**src/rtl/i2c_rb_pkg.sv**
```systemverilog
package i2c_rb_pkg;

    localparam int REG_COUNT = 16;
    localparam int DATA_W    = 8;
    localparam int PTR_W     = $clog2(REG_COUNT);
    localparam int CNT_W     = $clog2(DATA_W);
    localparam int ADDR_W    = 7;

    typedef logic [DATA_W-1:0] byte_t;
    typedef logic [PTR_W-1:0]  ptr_t;
    typedef logic [CNT_W-1:0]  bitcnt_t;

    typedef enum logic [3:0] {
        ST_IDLE,
        ST_ADDR,
        ST_ADDR_ACK,
        ST_PTR,
        ST_PTR_ACK,
        ST_WR,
        ST_WR_ACK,
        ST_RD,
        ST_RD_ACK,
        ST_SKIP
    } phase_e;

    typedef struct packed {
        logic scl;
        logic sda;
        logic scl_rise;
        logic scl_fall;
        logic start;
        logic stop;
    } bus_ev_t;

    function automatic byte_t reg_default(input int idx);
        return byte_t'(idx * 17) ^ byte_t'(8'hA5);
    endfunction

endpackage

```
**src/rtl/i2c_rb_sync.sv**
```systemverilog
module i2c_rb_sync
    import i2c_rb_pkg::*;
(
    input  logic    clk,
    input  logic    rst,
    input  logic    scl_i,
    input  logic    sda_i,
    output bus_ev_t ev_o
);

    localparam int STAGES = 2;

    logic [STAGES-1:0] scl_ff;
    logic [STAGES-1:0] sda_ff;
    logic              scl_q;
    logic              sda_q;

    always_ff @(posedge clk) begin
        if (rst) begin
            scl_ff <= '1;
            sda_ff <= '1;
            scl_q  <= 1'b1;
            sda_q  <= 1'b1;
        end else begin
            scl_ff <= {scl_ff[STAGES-2:0], scl_i};
            sda_ff <= {sda_ff[STAGES-2:0], sda_i};
            scl_q  <= scl_ff[STAGES-1];
            sda_q  <= sda_ff[STAGES-1];
        end
    end

    always_comb begin
        ev_o.scl      = scl_ff[STAGES-1];
        ev_o.sda      = sda_ff[STAGES-1];
        ev_o.scl_rise = scl_ff[STAGES-1] & ~scl_q;
        ev_o.scl_fall = ~scl_ff[STAGES-1] & scl_q;
        ev_o.start    = scl_ff[STAGES-1] & scl_q & sda_q & ~sda_ff[STAGES-1];
        ev_o.stop     = scl_ff[STAGES-1] & scl_q & ~sda_q & sda_ff[STAGES-1];
    end

endmodule

```
**src/rtl/i2c_rb_regfile.sv**
```systemverilog
module i2c_rb_regfile
    import i2c_rb_pkg::*;
(
    input  logic                        clk,
    input  logic                        rst,
    input  logic                        wr_en,
    input  ptr_t                        wr_idx,
    input  byte_t                       wr_data,
    input  ptr_t                        rd_idx,
    output byte_t                       rd_data,
    output logic [REG_COUNT*DATA_W-1:0] flat_o
);

    byte_t cells [REG_COUNT];

    for (genvar g = 0; g < REG_COUNT; g++) begin : g_cell
        always_ff @(posedge clk) begin
            if (rst) begin
                cells[g] <= reg_default(g);
            end else if (wr_en && (wr_idx == ptr_t'(g))) begin
                cells[g] <= wr_data;
            end
        end
        assign flat_o[g*DATA_W +: DATA_W] = cells[g];
    end

    assign rd_data = cells[rd_idx];

endmodule

```
**src/rtl/i2c_rb_fsm.sv**
```systemverilog
module i2c_rb_fsm
    import i2c_rb_pkg::*;
#(
    parameter logic [ADDR_W-1:0] DEV_ADDR = 7'h5A
)(
    input  logic    clk,
    input  logic    rst,
    input  bus_ev_t ev,
    input  byte_t   rd_data,
    output logic    wr_en,
    output byte_t   wr_data,
    output ptr_t    ptr,
    output logic    ptr_load,
    output logic    sda_oe
);

    localparam bitcnt_t LAST_BIT = bitcnt_t'(DATA_W - 1);

    phase_e  phase;
    bitcnt_t cnt;
    logic    full;
    byte_t   shreg;
    byte_t   tx;
    logic    rw;
    logic    host_ack;

    assign wr_en    = (phase == ST_WR)  && ev.scl_fall && full;
    assign ptr_load = (phase == ST_PTR) && ev.scl_fall && full;
    assign wr_data  = shreg;

    always_ff @(posedge clk) begin
        if (rst) begin
            phase    <= ST_IDLE;
            cnt      <= '0;
            full     <= 1'b0;
            shreg    <= '0;
            tx       <= '0;
            rw       <= 1'b0;
            host_ack <= 1'b0;
            ptr      <= '0;
            sda_oe   <= 1'b0;
        end else if (ev.stop) begin
            phase  <= ST_IDLE;
            sda_oe <= 1'b0;
            cnt    <= '0;
            full   <= 1'b0;
        end else if (ev.start) begin
            phase  <= ST_ADDR;
            sda_oe <= 1'b0;
            cnt    <= '0;
            full   <= 1'b0;
        end else begin
            case (phase)
                ST_ADDR, ST_PTR, ST_WR: begin
                    if (ev.scl_rise) begin
                        shreg <= {shreg[DATA_W-2:0], ev.sda};
                        cnt   <= cnt + 1'b1;
                        if (cnt == LAST_BIT) full <= 1'b1;
                    end else if (ev.scl_fall && full) begin
                        full <= 1'b0;
                        cnt  <= '0;
                        case (phase)
                            ST_ADDR: begin
                                if (shreg[DATA_W-1:1] == DEV_ADDR) begin
                                    rw     <= shreg[0];
                                    sda_oe <= 1'b1;
                                    phase  <= ST_ADDR_ACK;
                                end else begin
                                    phase  <= ST_SKIP;
                                end
                            end
                            ST_PTR: begin
                                ptr    <= shreg[PTR_W-1:0];
                                sda_oe <= 1'b1;
                                phase  <= ST_PTR_ACK;
                            end
                            default: begin
                                ptr    <= ptr + 1'b1;
                                sda_oe <= 1'b1;
                                phase  <= ST_WR_ACK;
                            end
                        endcase
                    end
                end
                ST_ADDR_ACK, ST_PTR_ACK, ST_WR_ACK: begin
                    if (ev.scl_fall) begin
                        if (phase == ST_ADDR_ACK && rw) begin
                            tx     <= rd_data;
                            sda_oe <= ~rd_data[DATA_W-1];
                            phase  <= ST_RD;
                        end else begin
                            sda_oe <= 1'b0;
                            phase  <= (phase == ST_ADDR_ACK) ? ST_PTR : ST_WR;
                        end
                    end
                end
                ST_RD: begin
                    if (ev.scl_rise) begin
                        cnt <= cnt + 1'b1;
                        if (cnt == LAST_BIT) full <= 1'b1;
                    end else if (ev.scl_fall) begin
                        if (full) begin
                            full   <= 1'b0;
                            cnt    <= '0;
                            sda_oe <= 1'b0;
                            ptr    <= ptr + 1'b1;
                            phase  <= ST_RD_ACK;
                        end else begin
                            sda_oe <= ~tx[LAST_BIT - cnt];
                        end
                    end
                end
                ST_RD_ACK: begin
                    if (ev.scl_rise) begin
                        host_ack <= ~ev.sda;
                    end else if (ev.scl_fall) begin
                        if (host_ack) begin
                            tx     <= rd_data;
                            sda_oe <= ~rd_data[DATA_W-1];
                            phase  <= ST_RD;
                        end else begin
                            phase  <= ST_SKIP;
                        end
                    end
                end
                ST_IDLE, ST_SKIP: ;
                default: phase <= ST_IDLE;
            endcase
        end
    end

endmodule

```
**src/rtl/i2c_regbank_target.sv**
```systemverilog
module i2c_regbank_target
    import i2c_rb_pkg::*;
#(
    parameter logic [ADDR_W-1:0] DEV_ADDR = 7'h5A
)(
    input  logic                        clk,
    input  logic                        rst,
    input  logic                        scl_i,
    input  logic                        sda_i,
    output logic                        sda_oe_o,
    output logic [REG_COUNT*DATA_W-1:0] regs_o
);

    bus_ev_t ev;
    logic    wr_en;
    byte_t   wr_data;
    byte_t   rd_data;
    ptr_t    ptr;
    logic    ptr_load;

    i2c_rb_sync u_sync (
        .clk   (clk),
        .rst   (rst),
        .scl_i (scl_i),
        .sda_i (sda_i),
        .ev_o  (ev)
    );

    i2c_rb_fsm #(.DEV_ADDR(DEV_ADDR)) u_fsm (
        .clk      (clk),
        .rst      (rst),
        .ev       (ev),
        .rd_data  (rd_data),
        .wr_en    (wr_en),
        .wr_data  (wr_data),
        .ptr      (ptr),
        .ptr_load (ptr_load),
        .sda_oe   (sda_oe_o)
    );

    i2c_rb_regfile u_regs (
        .clk     (clk),
        .rst     (rst),
        .wr_en   (wr_en),
        .wr_idx  (ptr),
        .wr_data (wr_data),
        .rd_idx  (ptr),
        .rd_data (rd_data),
        .flat_o  (regs_o)
    );

endmodule

```
**config.mk**
```make
export PLATFORM = sky130hd
export DESIGN_NAME = i2c_regbank_target
export DESIGN_NICKNAME = d
export VERILOG_FILES = /design/src/rtl/i2c_rb_pkg.sv /design/src/rtl/i2c_rb_sync.sv /design/src/rtl/i2c_rb_regfile.sv /design/src/rtl/i2c_rb_fsm.sv /design/src/rtl/i2c_regbank_target.sv
export SDC_FILE = /design/constraint.sdc
export NUM_CORES = 1
export LEC_CHECK = 0
export ABC_AREA = 1
export BUFFER_PORTS_ARGS = -buffer_cell sky130_fd_sc_hd__buf_2
export CAP_MARGIN = 40
export CORE_MARGIN = 2
export CORE_UTILIZATION = 40
export DETAILED_ROUTE_END_ITERATION = 10
export GPL_ROUTABILITY_DRIVEN = 0
export PLACE_DENSITY = 0.67
export SYNTH_ARGS = -nofsm -noshare
export SYNTH_HDL_FRONTEND = slang
export SYNTH_SLANG_ARGS = --single-unit
```
**constraint.sdc**
```tcl
create_clock -name clk -period 3.8 [get_ports clk]
set_clock_uncertainty 0.2 [all_clocks]
set_input_delay 0.38 -clock clk [delete_from_list [all_inputs] [get_ports clk]]
set_output_delay 0.38 -clock clk [all_outputs]
set_load 0.03 [all_outputs]
```
Word level (Yosys, flattened, before mapping)
Memory sizes are Yosys's and may differ from the RTL's. A register that Yosys moved wholly into a read port is not among the register bits.
Index checks and enable logic that the tools add are counted.
{"block": "totals", "mem_count": 1, "wordCells": 265, "reg_bits": 37, "ram_bits": 128, "input_bits": 4}
{"block": "op_classes", "addsub": 3, "bitwise": 33, "reduce_logical": 40, "n_eq_ne": 50, "mux": 123, "order_cmp": 1}
{"memory": "u_regs.cells", "words": 16, "width": 8, "read_ports": 17, "rd_clocked_by_memory_dff": 1, "wr": 16, "line": "i2c_rb_regfile.sv:14", "rtl": "byte_t cells [REG_COUNT];"}
{"op": "8-bit 2-to-1 mux", "n": 21}
{"op": "4-bit 2-to-1 mux", "n": 18}
{"op": "1-bit 2-to-1 mux", "n": 69}
{"op": "4-bit == test (second input constant)", "n": 10}
{"op": "4-bit by 3-bit == test with 1-bit output (second input constant)", "n": 8}
{"op": "3-bit by 2-bit inequality test with 1-bit output (second input constant)", "n": 9}
{"op": "9-bit AND reduction", "n": 3}
{"op": "4-bit one-hot mux with 2 select lines", "n": 3}
{"op": "1-bit logical AND", "n": 20}
{"op": "4-bit one-hot mux with 5 select lines", "n": 1}
{"op": "3-bit 2-to-1 mux", "n": 6}
{"op": "4-bit by 2-bit == test with 1-bit output (second input constant)", "n": 4}
{"op": "1-bit bitwise OR", "n": 16}
{"op": "8-bit one-hot mux with 2 select lines", "n": 1}
{"op": "2-bit by 1-bit inequality test with 1-bit output (second input constant)", "n": 7}
{"op": "4-bit AND reduction", "n": 3}
{"op": "2-bit inequality test (second input constant)", "n": 5}
{"op": "1-bit inverter", "n": 10}
{"op": "10-bit AND reduction", "n": 1}
{"op": "3-bit inequality test (second input constant)", "n": 3}
{"op": "3-bit OR reduction", "n": 3}
{"op": "4-bit by 1-bit == test with 1-bit output (second input constant)", "n": 2}
{"op": "4-bit zero test", "n": 2}
{"op": "8-bit AND reduction", "n": 1}
{"op": "16 further kinds", "n": 24}

Longest topological paths before layout
Gate-level depths: netlist of run 1.
{"block": "depth", "depth_word": 9, "ltp_mapped": 12}

Modules after synthesis
From an unflattened synthesis of run 1, not the netlist that was laid out.
{"block": "unflattened", "hier_cells": 1061, "area_unflattened_um2": 8498.2}
{"mod": "i2c_rb_regfile", "area_each_um2": 6437.4, "seq_area_each_um2": 3843.7, "n_inst": 1, "cells_per_inst": 743}
{"mod": "i2c_rb_fsm", "area_each_um2": 1848.0, "seq_area_each_um2": 620.6, "n_inst": 1, "cells_per_inst": 292}
{"mod": "i2c_rb_sync", "area_each_um2": 212.7, "seq_area_each_um2": 120.1, "n_inst": 1, "cells_per_inst": 26}

Worst setup path after synthesis of run 1
OpenSTA, ideal clock, no wires.
{"block": "synth_path", "path_kind": "flip-flop to flip-flop", "start": "register u_fsm.phase[0]", "end": "memory u_regs.cells[12][0] (netlist bit), enable pin", "path_slack_ns": 1.502, "path_buffers": 0, "stages_incl_launch_ff": 7, "arrival_ns": 1.714, "synth_period_minus_slack_ns": 2.298, "cell_sequence": "dfxtp_1 -> inv_2 -> nor2_1 -> nand2_2 -> nor2_4 -> nand2_4 -> o21ai_0"}
{"element": "from (decl)", "line": "i2c_rb_fsm.sv:19", "rtl": "phase_e phase;"}
{"element": "from (signal assigned)", "line": "i2c_rb_fsm.sv:93", "rtl": "phase <= (phase == ST_ADDR_ACK) ? ST_PTR : ST_WR;"}
{"element": "to (decl)", "line": "i2c_rb_regfile.sv:14"}

==> results of run 1 <==
==> timing repair <==
action,CTS,global route
resized for setup,0,0
endpoints found under the hold margin,2,0
hold buffers,2,0
==> registers in the layout, indices dropped and copies added (netlist names), named ones only <==
| signal | flops |
|---|---|
| u_regs.cells | 128 |
| u_fsm.tx | 8 |
| u_fsm.wr_data | 8 |
| u_fsm.phase | 4 |
| u_fsm.ptr | 4 |
| u_fsm.cnt | 3 |
| u_sync.scl_ff | 2 |
| u_sync.sda_ff | 2 |
| u_fsm.full | 1 |
| u_fsm.host_ack | 1 |
| u_fsm.rw | 1 |
| u_fsm.sda_oe | 1 |
| u_sync.scl_q | 1 |
| u_sync.sda_q | 1 |
==> report_power, final <==
part	internal, W	total (W)	switching (W)
sequential	0.00200	0.00203	0.0000215
combinational	0.0000629	0.000229	0.000166
clock	0.00103	0.00174	0.000714
total	0.00310	0.00400	0.000902
==> cells in the mapped netlist, types with 2 or more instances <==
| cell | instances |
|---|---|
| clkbuf_1 | 29 |
| dfxtp_1 | 41 |
| a21oi_1 | 24 |
| o211ai_1 | 28 |
| nor3_4 | 16 |
| clkinv_1 | 8 |
| buf_1 | 6 |
| nand4_1 | 2 |
| ha_1 | 6 |
| nand2_2 | 2 |
| buf_2 | 5 |
| or2_2 | 4 |
| nor2_2 | 2 |
| nand2_1 | 156 |
| edfxtp_1 | 128 |
| nand3_1 | 48 |
| nor2_1 | 189 |
| o21ai_0 | 109 |
| nand2_4 | 4 |
| inv_1 | 44 |
| inv_2 | 22 |
| o21ai_1 | 2 |
==> layout make-up <==
cell class	count	area (um^2)	share of cell area
inverters	74	278	0.0289
clock buffers	19	433	0.0450
flip-flops and latches	169	4670	0.485
multi-input cells	600	2930	0.304
well taps	265	332	0.0345
clock inverters	11	148	0.0153
repair buffers	156	836	0.0869
==> worst max-delay path: cells and delay by family (launching register included) <==
kind                   cells  cell delay (ns)
AO/OA/AOI/OAI              1             0.37
buffers and inverters      2             0.32
AND/OR/NAND/NOR            4             0.77
flip-flops                 1             0.41
==> through the flow <==
stage	instances	utilization	setup WS, ns	total power, W	cell area (um^2)
final	1294	0.491	1.43	0.00400	9620
after global routing	1294	0.491	1.26	0.00410	9620
after CTS	1294	0.491	1.43	0.00401	9620
after detailed placement	1262	0.460	1.44	0.00229	9020
after global placement	1258	0.459	1.19	0.00229	9000
after floorplan	884	-	1.50	0.00222	8030
==> path summary, 6_finish.rpt <==
kind | startpoint | end | slack [ns] | cells past startpoint
min reg2reg | u_sync.sda_ff[0] | u_sync.sda_ff[1] | 0.22 | 1
max | u_fsm.phase[2] | u_regs.cells[9][1] | 1.43 | 7
max reg2reg | u_fsm.phase[2] | u_regs.cells[9][1] | 1.43 | 7
min | u_sync.sda_ff[0] | u_sync.sda_ff[1] | 0.22 | 1
==> cells by family (layout without fill, tap and decap cells) <==
kind of cell             count (synthesis)  count (layout)  synth area share
AND/OR/NAND/NOR                        427             427             0.241
flip-flops                             169             169             0.581
AO/OA/AOI/OAI                          165             165             0.112
buffers and inverters                  115             260            0.0547
adder cells (fa/ha/maj)                  6               6           0.00935
XOR/XNOR                                 2               2           0.00218
==> routing by layer <==
metal	track usage	share of wire
met1	0.310	0.42
met2	0.349	0.46
met3	0.0464	0.082
met5	0	0
met4	0.0980	0.035
==> results.md, run 1 <==
* Remaining DRCs at 0
* Synth-to-Final Area Change at 19.8%
* Initial DRC Count at about 700
* Diodes inserted at 0
* Die area at 21,200 um^2
* Mean Syn Cell Area at slightly above 9 um^2
* Critical path's slowest cell: dfxtp_1
* Sequential element share of the synthesized area at 0.581
* CP Max Fanout at 8
* TNS Setup at 0 ns
* Most common cell after layout, fill and taps aside: nor2_1
* #FFs+latches synth at 169
* Final Critical Period at around 2.4 ns
* CTS Buf Count at 17
* CTS sink count at 169
* Crit path required time at 3.74 ns
* Vias in the first global route at 6,353
* Setup Viol. Count Final at 0
* Leading area contributor after synthesis: edfxtp_1
* Initial Utilization at 0.410
* Share of layout cells above drive strength 1 at 0.226
* Unrepaired setup endpoints after global routing: false
* IO Pins at 133
* Initial antenna violation count at 0
* Power per Cell Area at 416 nW/um^2
* CP Launch Type: flip-flop
* Core area at 19,600 um^2
* DR vias at a little under 7,000
* Crit Path Class: flip-flop to flip-flop
* Hold WS at 0.218 ns
* Total length of routed wires at 24.1 mm
* Async S/R FF share, synth at 0
* Max cap viols at 0
* Global-route wire length before repair at 36.3 mm
* Setup bufs post-CTS at 0
* Share of Yosys cell area claimed by the top area cell type at 0.479
* Yosys warning total at 0
* CTS tree: yes
* Via/cell ratio at 5.28
* First-pass DRT Iterations at 5
* Worst-margin pin slew at between 0.8 and 0.9 ns
* Final HPWL DP at 17.4 mm
* Crit end category: flip-flop
* Routed WL per cell at between 15 and 20 um
* Nets at approximately 1,000
* Rows at 51
* Achievable Freq at 422 MHz
* Largest net degree at the start of global routing at 65
* H-tree Lvls at 4
* Synth area leaders: edfxtp_1, dfxtp_1, nor2_1
* Post-Syn Nets at 894
* Mapped Area at 8030 um^2
* Most frequent cells in the layout: nor2_1, nand2_1, buf_2, edfxtp_1, o21ai_0
* CP Cell Sequence: inv_2 -> nor2_1 -> nand2_2 -> nor2_4 -> nand2_4 -> o21ai_0 -> buf_2
* Clock root buffer: clkbuf_16
* # port buffers at 132
* Die Wd at 146 um
* Count of final hold-check violations at 0
* Post-route ant nets at 0
* Status: finished clean
* # fillers at 1,864
* Hold crit path type: flip-flop to flip-flop
* Lkg Pwr at 3.56 nW
* Syn Inst Count at 884
* Die height at ~150 um
* CTS max path bufs at 2
* Tcrit/Tclk final at 0.623
* Post-synth EDFFs at 128
* Top_reg_cell synth: edfxtp_1
* Reg clk slew, reported paths at 0.06 ns
* Remaining global-route overflow at 0
* Slew Limit Headroom at 0.442
* GR Util All Layers at 0.226
* Critical path's largest stage delay at 0.41 ns
* Crit path DAT at 2.31 ns
* IR drop worst, VDD at 0.342 mV
* Clock Latency Late Sink at 0.43 ns
* Final Max Slew Viols at 0
* Synth cell types at 31
Power figures use the tool's default switching activity.
==> inputs of run 2 (changes only) <==
--- a/config.mk
+++ b/config.mk
@@ -12,7 +12,7 @@
 export CORE_UTILIZATION = 40
 export DETAILED_ROUTE_END_ITERATION = 10
 export GPL_ROUTABILITY_DRIVEN = 0
-export PLACE_DENSITY = 0.67
+export PLACE_DENSITY = 0.69
 export SYNTH_ARGS = -nofsm -noshare
 export SYNTH_HDL_FRONTEND = slang
 export SYNTH_SLANG_ARGS = --single-unit
==> constraint.sdc (replaced) <==
create_clock -name clk -period 1.93 [get_ports clk]
set_clock_uncertainty 0.2 [all_clocks]
set_input_delay 0.193 -clock clk [delete_from_list [all_inputs] [get_ports clk]]
set_output_delay 0.193 -clock clk [all_outputs]
set_load 0.03 [all_outputs]
==> results.md, run 2 (synthesized netlist as in run 1, its figures left out) <==
* Status: finished clean
* Top reg by flops: u_regs.cells
* CP Cell Sequence: buf_4 -> buf_12 -> nor2_1 -> nor2_1 -> o21ai_0 -> o211ai_1 -> nand3_1 -> nand2_1 -> nor2_1 -> nor2_1
* CTS sink count at 169 (unchanged)
* Share of layout cells above drive strength 1 at 0.283 (+0.0564)
* CTS Buf Count at 17 (unchanged)
* CP Launch Type: flip-flop
* First-pass DRT Iterations at 5 (unchanged)
* CP Max Fanout at 29 (+21)
* Area of the multi-input gates at 3020 um^2 (+3.3%)
* Die area at 21,200 um^2 (unchanged)
* Critical path's largest stage delay at 0.33 ns (-0.08 ns)
* Placed Instances at 1,305 (+3.4%)
* Initial Utilization at 0.410 (unchanged)
* Clock root buffer: clkbuf_16
* Final Max Slew Viols at 0 (unchanged)
* # port buffers at 132 (unchanged)
* Crit Path Class: flip-flop to flip-flop
* DR vias at 7,130 (+4.3%)
* H-tree Lvls at 4 (unchanged)
* Diodes inserted at 0 (unchanged)
* Finished Layout Cells at 1,340 (+3.6%)
* Vias in the first global route at 6,449 (+1.5%)
* Max cap viols at 0 (unchanged)
* Largest net degree at the start of global routing at 42 (-35%)
* Buf+Inv Stages, Crit Path at 2 (unchanged)
* Clock Latency Late Sink at 0.43 ns (about the same)
* Power per Cell Area at 801 nW/um^2 (+93%)
* Crit path required time at 2.05 ns (-1.69 ns)
* Lkg Pwr at 3.85 nW (+7.9%)
* Core area at 19,600 um^2 (unchanged)
* Slew Limit Headroom at 0.489 (+0.0462)
* # fillers at 1,769 (-5.1%)
* Most common cell after layout, fill and taps aside: nor2_1
* Most frequent cells in the layout: nor2_1, nand2_1, buf_2, edfxtp_1, o21ai_0
* Critical Path Most Common Cell: nor2_1
* Tcrit/Tclk final at 0.972 (+0.349)
* IO Pins at 133 (unchanged)
* CTS max path bufs at 2 (unchanged)
* Total length of routed wires at 24.8 mm (+2.7%)
* Max reg flops at 128 (unchanged)
* Die height at 146 um (unchanged)
* Synth-to-Final Area Change at 27.2%
* Setup Viol. Count Final at 0 (unchanged)
* Remaining global-route overflow at 0 (unchanged)
* Achievable Freq at 533 MHz (+26%)
* Crit end category: flip-flop
* Unrepaired setup endpoints after global routing: true
* Crit path DAT at 2.00 ns (-0.31 ns)
* GR Util All Layers at 0.228 (+0.00186)
* Remaining DRCs at 0 (unchanged)
* Initial antenna violation count at 0 (unchanged)
* Nets at 1,072 (+4.3%)
* Crit path max-delay family: simple AND/OR/NAND/NOR gates
* Final Critical Period at 1.88 ns (-0.491 ns)
* Count of final hold-check violations at 0 (unchanged)
* Die Wd at 146 um (unchanged)
* Final HPWL DP at 18.1 mm (+4.0%)
* Post-route ant nets at 0 (unchanged)
* Final core utilization at 0.522 (+0.0305)
* Hold crit path type: input pin to flip-flop
* IR drop worst, VDD at 0.661 mV (+93%)
* Reg clk slew, reported paths at 0.06 ns (about the same)
* Global-route wire length before repair at 36.5 mm (+0.49%)
* Worst-margin pin slew at 0.762 ns (-0.0689 ns)
* Via/cell ratio at 5.32 (+0.69%)
* CTS tree: yes
* Register area at 4670 um^2 (+0.13%)
* Rows at 51 (unchanged)
* Routed WL per cell at 18.5 um (-0.84%)
* Critical path's slowest cell: dfxtp_2
* Initial DRC Count at 651 (-6.7%)
[run 2: cell types whose count changed in the layout (fill, tap and decap cells not counted), moves of 5 or more]
cell,before,now
buf_12,0,8
buf_4,18,58
dfxtp_1,39,34
dfxtp_2,2,7
nor2_1,189,184
o21ai_0,109,84
o21ai_1,2,20
o21ai_2,0,7
[run 2: worst paths after layout]
path                            depth (start not counted)  slack, ns               end        startpoint
worst max-delay path                                   10       0.05       u_fsm.tx[4]         flip-flop
worst min-delay path                                    4        0.1      u_sync.scl_q               rst
worst max register to register                         10       0.05       u_fsm.tx[4]         flip-flop
worst min register to register                          1       0.21  u_sync.sda_ff[1]  u_sync.sda_ff[0]
[run 2: power by group]
group          total (W)  internal [W]  switching [W]
clock network    0.00368       0.00229        0.00139
registers        0.00399       0.00395      0.0000398
logic           0.000517      0.000166       0.000351
[run 2: cell type report]
class / count / area share
Inverter: 74 / 0.0274
Tap cell: 265 / 0.0325
Clock buffer: 19 / 0.0424
Multi-Input combinational cell: 600 / 0.296
Sequential cell: 169 / 0.457
Clock inverter: 13 / 0.0196
Timing Repair Buffer: 200 / 0.125
[run 2: routing by layer]
layer / global-route usage / wire length [um]
met5: 0 / 0
met4: 0.116 / 1080
met3: 0.0486 / 2590
met2: 0.345 / 11200
met1: 0.310 / 9930
[run 2: through the flow]
step | setup TNS (ns) | setup WS (ns) | instance area [um^2] | hold slack, ns | total power [W]
2_1_floorplan | -19.50 | -0.152 | 8030 | 0.0968 | 0.00436
3_3_place_gp | -0.00250 | -0.00250 | 9450 | 0.176 | 0.00454
3_5_place_dp | -0.0953 | -0.0185 | 9450 | 0.177 | 0.00455
4_1_cts | 0 | 0.00529 | 10100 | 0.0642 | 0.00817
5_1_grt | -0.322 | -0.0437 | 10200 | 0.103 | 0.00836
6_report | 0 | 0.0533 | 10200 | 0.0965 | 0.00818
[run 2: worst register-to-register path, stage by stage (launching register included)]
cell and delay, ns:
dfxtp_2 0.33, buf_4 0.15, buf_12 0.16, nor2_1 0.16, nor2_1 0.07, o21ai_0 0.14
o211ai_1 0.22, nand3_1 0.12, nand2_1 0.07, nor2_1 0.09, nor2_1 0.05
[run 2: repair_timing]
action                                 in CTS  in global routing
setup buffers                               0                  1
resized for setup                           3                 39
gates cloned                                0                  0
endpoints found under the hold margin       2                  0
hold buffers                                2                  0
pin swaps                                   0                  9
setup endpoints to repair                  32                271
